**config.mk**
```make
export PLATFORM = sky130hd
export DESIGN_NAME = wdt_guard
export DESIGN_NICKNAME = d
export VERILOG_FILES = /design/src/rtl/wdtg_pkg.sv /design/src/rtl/wdtg_tick_div.sv /design/src/rtl/wdtg_ctrl.sv /design/src/rtl/wdtg_counter.sv /design/src/rtl/wdtg_rst_pulse.sv /design/src/rtl/wdt_guard.sv
export SDC_FILE = /design/constraint.sdc
export NUM_CORES = 1
export LEC_CHECK = 0
export ABC_AREA = 1
export CAP_MARGIN = 20
export CORE_UTILIZATION = 50
export DETAILED_ROUTE_END_ITERATION = 10
export PLACE_DENSITY = 0.71
export SLEW_MARGIN = 10
export SYNTH_ARGS = -nofsm -noshare
export SYNTH_HDL_FRONTEND = slang
export SYNTH_HIERARCHICAL = 1
export SYNTH_SLANG_ARGS = --single-unit
```
**constraint.sdc**
```tcl
create_clock -name clk -period 2.2 [get_ports clk]
set_clock_uncertainty 0.1 [all_clocks]
set_input_delay 0.44 -clock clk [delete_from_list [all_inputs] [get_ports clk]]
set_output_delay 0.44 -clock clk [all_outputs]
set_load 0.02 [all_outputs]
```
**src/rtl/wdtg_pkg.sv**
```systemverilog
`timescale 1ns/1ps
package wdtg_pkg;
  localparam int CSR_RUN     = 0;
  localparam int CSR_RUN_NWR = 1;
  localparam int CSR_WEN     = 2;
  localparam int CSR_WEN_NWR = 3;

  typedef enum logic {
    SEL_CSR = 1'b0,
    SEL_CNT = 1'b1
  } wdtg_sel_e;

  // low nibble of the control/status read image; inhibit bits read as 1
  function automatic logic [3:0] csr_image(input logic run, input logic wen);
    logic [3:0] img;
    img              = 4'b0000;
    img[CSR_RUN]     = run;
    img[CSR_RUN_NWR] = 1'b1;
    img[CSR_WEN]     = wen;
    img[CSR_WEN_NWR] = 1'b1;
    return img;
  endfunction
endpackage

```
**src/rtl/wdtg_tick_div.sv**
```systemverilog
`timescale 1ns/1ps
module wdtg_tick_div #(
  parameter int DIV_W = 13
) (
  input  logic clk,
  input  logic rst_n,
  output logic tick
);
  logic [DIV_W-1:0] div_q;

  always_ff @(posedge clk or negedge rst_n) begin
    if (!rst_n) div_q <= '0;
    else        div_q <= div_q + 1'b1;
  end

  assign tick = &div_q;
endmodule

```
**src/rtl/wdtg_ctrl.sv**
```systemverilog
`timescale 1ns/1ps
module wdtg_ctrl
  import wdtg_pkg::*;
(
  input  logic       clk,
  input  logic       rst_n,
  input  logic       csr_wr,
  input  logic [3:0] wbits,
  output logic       run,
  output logic       wen,
  output logic       run_upd,
  output logic       wen_upd
);
  assign wen_upd = csr_wr && !wbits[CSR_WEN_NWR];
  assign run_upd = csr_wr && !wbits[CSR_RUN_NWR] && wen;

  always_ff @(posedge clk or negedge rst_n) begin
    if (!rst_n) begin
      wen <= 1'b0;
      run <= 1'b0;
    end else begin
      if (wen_upd) wen <= wbits[CSR_WEN];
      if (run_upd) run <= wbits[CSR_RUN];
    end
  end
endmodule

```
**src/rtl/wdtg_counter.sv**
```systemverilog
`timescale 1ns/1ps
module wdtg_counter #(
  parameter int CNT_W = 8
) (
  input  logic             clk,
  input  logic             rst_n,
  input  logic             load,
  input  logic [CNT_W-1:0] load_val,
  input  logic             step,
  output logic [CNT_W-1:0] cnt,
  output logic             ovf
);
  logic do_step;

  assign do_step = step && !load;
  assign ovf     = do_step && (cnt == {CNT_W{1'b1}});

  always_ff @(posedge clk or negedge rst_n) begin
    if (!rst_n)       cnt <= '0;
    else if (load)    cnt <= load_val;
    else if (do_step) cnt <= cnt + 1'b1;
  end
endmodule

```
**src/rtl/wdtg_rst_pulse.sv**
```systemverilog
`timescale 1ns/1ps
module wdtg_rst_pulse #(
  parameter int LEN = 256
) (
  input  logic clk,
  input  logic rst_n,
  input  logic fire,
  output logic pulse
);
  localparam int PW = $clog2(LEN + 1);
  logic [PW-1:0] left;

  always_ff @(posedge clk or negedge rst_n) begin
    if (!rst_n)            left <= '0;
    else if (fire)         left <= PW'(LEN);
    else if (left != '0)   left <= left - 1'b1;
  end

  assign pulse = (left != '0);
endmodule

```
**src/rtl/wdt_guard.sv**
```systemverilog
`timescale 1ns/1ps
module wdt_guard
  import wdtg_pkg::*;
#(
  parameter int CNT_W   = 8,
  parameter int DIV_W   = 13,
  parameter int RST_LEN = 256
) (
  input  logic             clk,
  input  logic             rst_n,
  input  logic             reg_wr,
  input  logic             reg_addr,
  input  logic [CNT_W-1:0] reg_wdata,
  output logic [CNT_W-1:0] reg_rdata,
  output logic             wdt_rst_o
);
  logic             csr_wr, cnt_wr;
  logic             tick, step, ovf;
  logic             run, wen, run_upd, wen_upd;
  logic [CNT_W-1:0] cnt;
  logic [CNT_W-1:0] csr_rd;

  assign csr_wr = reg_wr && (reg_addr == SEL_CSR);
  assign cnt_wr = reg_wr && (reg_addr == SEL_CNT);
  assign step   = tick && run;

  wdtg_tick_div #(.DIV_W(DIV_W)) u_div (
    .clk(clk), .rst_n(rst_n), .tick(tick)
  );

  wdtg_ctrl u_ctrl (
    .clk(clk), .rst_n(rst_n), .csr_wr(csr_wr), .wbits(reg_wdata[3:0]),
    .run(run), .wen(wen), .run_upd(run_upd), .wen_upd(wen_upd)
  );

  wdtg_counter #(.CNT_W(CNT_W)) u_cnt (
    .clk(clk), .rst_n(rst_n), .load(cnt_wr), .load_val(reg_wdata),
    .step(step), .cnt(cnt), .ovf(ovf)
  );

  wdtg_rst_pulse #(.LEN(RST_LEN)) u_pulse (
    .clk(clk), .rst_n(rst_n), .fire(ovf), .pulse(wdt_rst_o)
  );

  always_comb begin
    csr_rd      = '0;
    csr_rd[3:0] = csr_image(run, wen);
  end

  assign reg_rdata = (reg_addr == SEL_CNT) ? cnt : csr_rd;
endmodule

```
* Word level (Yosys, flattened, before mapping)
Index checks and enable logic that the tools add are counted.
Operators by class: multiplexer cells 5, add/subtract/negate cells 3, bitwise gates (word level) 1, reductions and logical operators 15, eq/ne operators 1
Operator list (number):
- two-way mux 8 bit | 3
- two-way mux 9 bit | 2
- adder 13 x 1 -> 13 bit, second input constant | 1
- AND reduction 13 bit | 1
- nonzero test 9 bit | 1
- subtractor 9 x 1 -> 9 bit, second input constant | 1
- adder 8 x 1 -> 8 bit, second input constant | 1
- == test 8 bit, second input constant | 1
- logical AND 1 bit | 8
- nonzero test 2 bit | 2
- logical NOT 1 bit | 3
- NOT 1 bit | 1
Word-level totals: output and inout port bits 9, bits in registers 32, input bits 12, word-level logic and storage cells 30

* Longest topological paths before layout
depth after elaboration 5, mapped depth 13, gate-level depth less buffers 12

* Cells and area by module
The synthesis kept the hierarchy.
By module, submodules not included:
- wdtg_tick_div | instances 1, cells each 70, area an instance 611.8 um^2, sequential area each 325.3 um^2
- wdtg_counter | instances 1, cells each 67, area an instance 531.8 um^2, sequential area each 200.2 um^2
- wdtg_rst_pulse | instances 1, cells each 69, area an instance 521.8 um^2, sequential area each 225.2 um^2
- wdt_guard | instances 1, cells each 26, area an instance 110.1 um^2, sequential area each 0.0 um^2
- wdtg_ctrl | instances 1, cells each 14, area an instance 101.3 um^2, sequential area each 50.0 um^2

* Worst setup path before layout
OpenSTA, ideal clock, no wires.
path type reg2reg, start point reg u_div.div_q[0], end point reg u_pulse.left[1], period minus slack after synthesis 2.060 ns, path buffers 1, data required time 1.982 ns, slack 0.140 ns, data arrival time 1.842 ns, setup time 0.118 ns, stages on the path, launching flop included 14, cells stage by stage dfrtp_1 ha_1 nand2_1 nor2_2 nand3_1 nor2_1 nand2_1 inv_1 nand2_4 nor3_2 inv_1 clkbuf_1 nand4_1 nand2_1
Between the ends: word-level cells in the longest chain between the ends 5, elaborated cells between the ends (all ways) 6, classes of those cells mux: 1; reduce/logical: 5
RTL lines:
- start, declared | RTL line wdtg_tick_div.sv:9 | logic [DIV_W-1:0] div_q;
- start signal, assigned | RTL line wdtg_tick_div.sv:13 | else div_q <= div_q + 1'b1;
- AND reduction 13 bit (*) | RTL line wdtg_tick_div.sv:16 | assign tick = &div_q;
- named net tick | RTL line wdt_guard.sv:18 | logic tick, step, ovf;
- logical AND 1 bit (*) | RTL line wdt_guard.sv:25 | assign step = tick && run;
- named net step | RTL line wdt_guard.sv:18
- logical AND 1 bit (*) | RTL line wdtg_counter.sv:15 | assign do_step = step && !load;
- logical AND 1 bit (*) | RTL line wdtg_counter.sv:16 | assign ovf = do_step && (cnt == {CNT_W{1'b1}});
- named net ovf | RTL line wdt_guard.sv:18
- two-way mux 9 bit / nonzero test 2 bit (equally long branches)
- end signal, assigned | RTL line wdtg_rst_pulse.sv:15 | else if (fire) left <= PW'(LEN);
- end signal, assigned | RTL line wdtg_rst_pulse.sv:16 | else if (left != '0) left <= left - 1'b1;
- end, declared | RTL line wdtg_rst_pulse.sv:11 | logic [PW-1:0] left;
The timed path passes the listed nets; every way through them passes the cells marked *. A chain may end at the register's enable or synchronous reset.

* Worst setup path after layout
start point reg u_pulse.left[4], end point out wdt_rst_o
Between the ends: word-level cells in the longest chain between the ends 1
RTL lines:
- nonzero test 9 bit | RTL line wdtg_rst_pulse.sv:19 | assign pulse = (left != '0);
- end, declared | RTL line wdt_guard.sv:15 | output logic wdt_rst_o
Every way passes these cells.

==> impl_metrics.tcl <==
set metrics [dict create \
    routed_wl_microns 3840 \
    fin_crit_sh_pct 96.7 \
    start_util_pct 54.0 \
    coreArea_sq_um 3470 \
    die_area_sq_um 3990 \
    cts_num_sinks 32 \
    first_pass_iters 4 \
    gp_congestion 0.783 \
    ant_nets 0 \
    synth_area_sq_um 1870 \
    max_freq_ghz 0.470 \
    rows 21 \
    clk_latency_ns 0.29 \
    die_y_microns 63.2 \
    cp.arrival_ns 1.59 \
    area_delta_synth_final_pct 22.7 \
    n_antenna_cell 0 \
    wire_per_inst_microns 11.8 \
    viasPerCell 4.96 \
    endpoint_kind "output port" \
    syn_inst 245 \
    crit_fanout 4 \
    post-route-util_pct 66.3 \
    hold_buffers 0 \
    worstMarginPinSlew_ns 0.413 \
    placed_area_sq_um 2170 \
    fin_area_sq_um 2300 \
    route.detailed.drc 0 \
    drive_gt1_share_pct 15.8 \
    grt_pass1_vias 1557 \
    outcome "finished clean" \
    nFillCells 319 \
    cts.htree.levels 2 \
    drtIter0Drc 129 \
    critPathLaunchType "flop" \
    register_area_sq_um 801 \
    cts_inserted_buffers 5 \
    dieWidth_microns 63.2 \
    port_buffers 20 \
    vias 1612 \
    track_usage_pct 22.2 \
    overflow 0 \
    hold_ws_ns 0.377 \
    yosys_warnings 6 \
    required_ns 1.66 \
    setup_viol_count_final 0 \
    powerDensity_nw_per_um2 631 \
    multi_input_area_sq_um 898 \
    nNetsFinal 293 \
    post_cts_buffers 0 \
    leakagePower_uw 0.00118 \
    path_class "reg -> out" \
    synth_fp_nets 260 \
    clk_pin_slew_worst_paths_ns 0.07 \
    period_minus_slack_ns 2.13 \
    relSlewSlack_pct 72.5 \
    hp-class "reg -> reg" \
    finalMaxSlewViolations 0 \
    hold_viol_final 0 \
    cts_buffer_depth 2 \
    vdd_drop_max_v 0.000468 \
    avgSynthCellArea_sq_um 7.65 \
    cts_tree "yes" \
    cts_root_buffer "clkbuf_8" \
    grt_pass1_wl_microns 6770 \
    rsz0062_at_grt "false" \
    ios 21 \
    antenna_found_initial 0 \
    grt_max_degree 33 \
    drv_cap 0 \
    dp_hpwl_microns 2660 \
]
==> critical path, cell delays in order, from the launching register on <==
cell and delay (ns):
dfrtp_1 0.42, nor2_1 0.21, nand2_1 0.12, nor2_4 0.17, nand2_4 0.05, dlygate4sd2_1 0.31
==> flip-flops by register name (all words and copies together), names as in the netlist <==
register,count
u_ctrl/run,1
u_pulse/left,9
u_ctrl/wen,1
u_cnt/cnt,8
u_div/div_q,13
==> stage by stage <==
stage	setup WS (ns)	power, uW	instances	TNS (ns)
global route	0.00782	1510	325	0
CTS	0.0494	1460	325	0
finish	0.0735	1450	325	0
global placement	-0.118	838	317	-1.18
detailed placement	-0.137	840	317	-1.52
floorplan	0.140	755	245	0
==> path summary, 6_finish.rpt <==
check	end	depth (start not counted)	from	slack (ns)
max	wdt_rst_o	5	u_pulse/left[4]	0.07
max in group asynchronous	u_cnt/cnt[4]	2	rst_n	1.25
min reg2reg	u_div/div_q[0]	1	u_div/div_q[0]	0.38
min	u_div/div_q[0]	1	u_div/div_q[0]	0.38
min in group asynchronous	u_div/div_q[11]	2	rst_n	0.45
max reg2reg	u_pulse/left[0]	12	u_div/div_q[0]	0.21
==> metal layers <==
metal | part of all wire [%] | wire length (microns) | track usage, %
met3 | 4.9 | 187 | 5.98
met1 | 48 | 1860 | 28.1
met2 | 45 | 1730 | 34.1
met4 | 1.7 | 65 | 12.5
met5 | 0 | 0 | 0
==> area by class of cell <==
class | count | share of cell area [%]
multi-input cells | 168 | 39.1
flip-flops and latches | 32 | 34.8
repair buffers | 29 | 11.2
inverters | 42 | 6.91
clock buffers | 7 | 4.19
well taps | 46 | 2.50
clock inverters | 1 | 1.31
==> power breakdown <==
part / internal, uW / total [uW] / leakage, uW / switching (uW)
registers: 615 / 652 / 0.000386 / 37.0
clock network: 400 / 630 / 0.0000645 / 231
logic: 71.9 / 167 / 0.000724 / 94.8
==> layout by cell type (no fill, tap or decap), drive strengths merged, types with 2 or more instances in the layout <==
| cell type | count |
|---|---|
| dlygate4sd2 | 9 |
| dfrtp | 32 |
| o21ai | 6 |
| nor2 | 31 |
| buf | 9 |
| inv | 41 |
| ha | 3 |
| o21bai | 2 |
| nand4 | 10 |
| clkdlybuf4s50 | 11 |
| nand2 | 74 |
| a22oi | 6 |
| xor2 | 6 |
| nand3 | 24 |
| nand3b | 2 |
| clkbuf | 7 |
==> repair_timing <==
| item | in CTS | in global routing |
|---|---|---|
| hold endpoints to repair | 0 | 0 |
| pin swaps | 0 | 1 |
| gates resized for setup | 10 | 3 |
| endpoints found under the setup margin | 12 | 10 |
No activity file was read; power rests on OpenSTA's default activity.
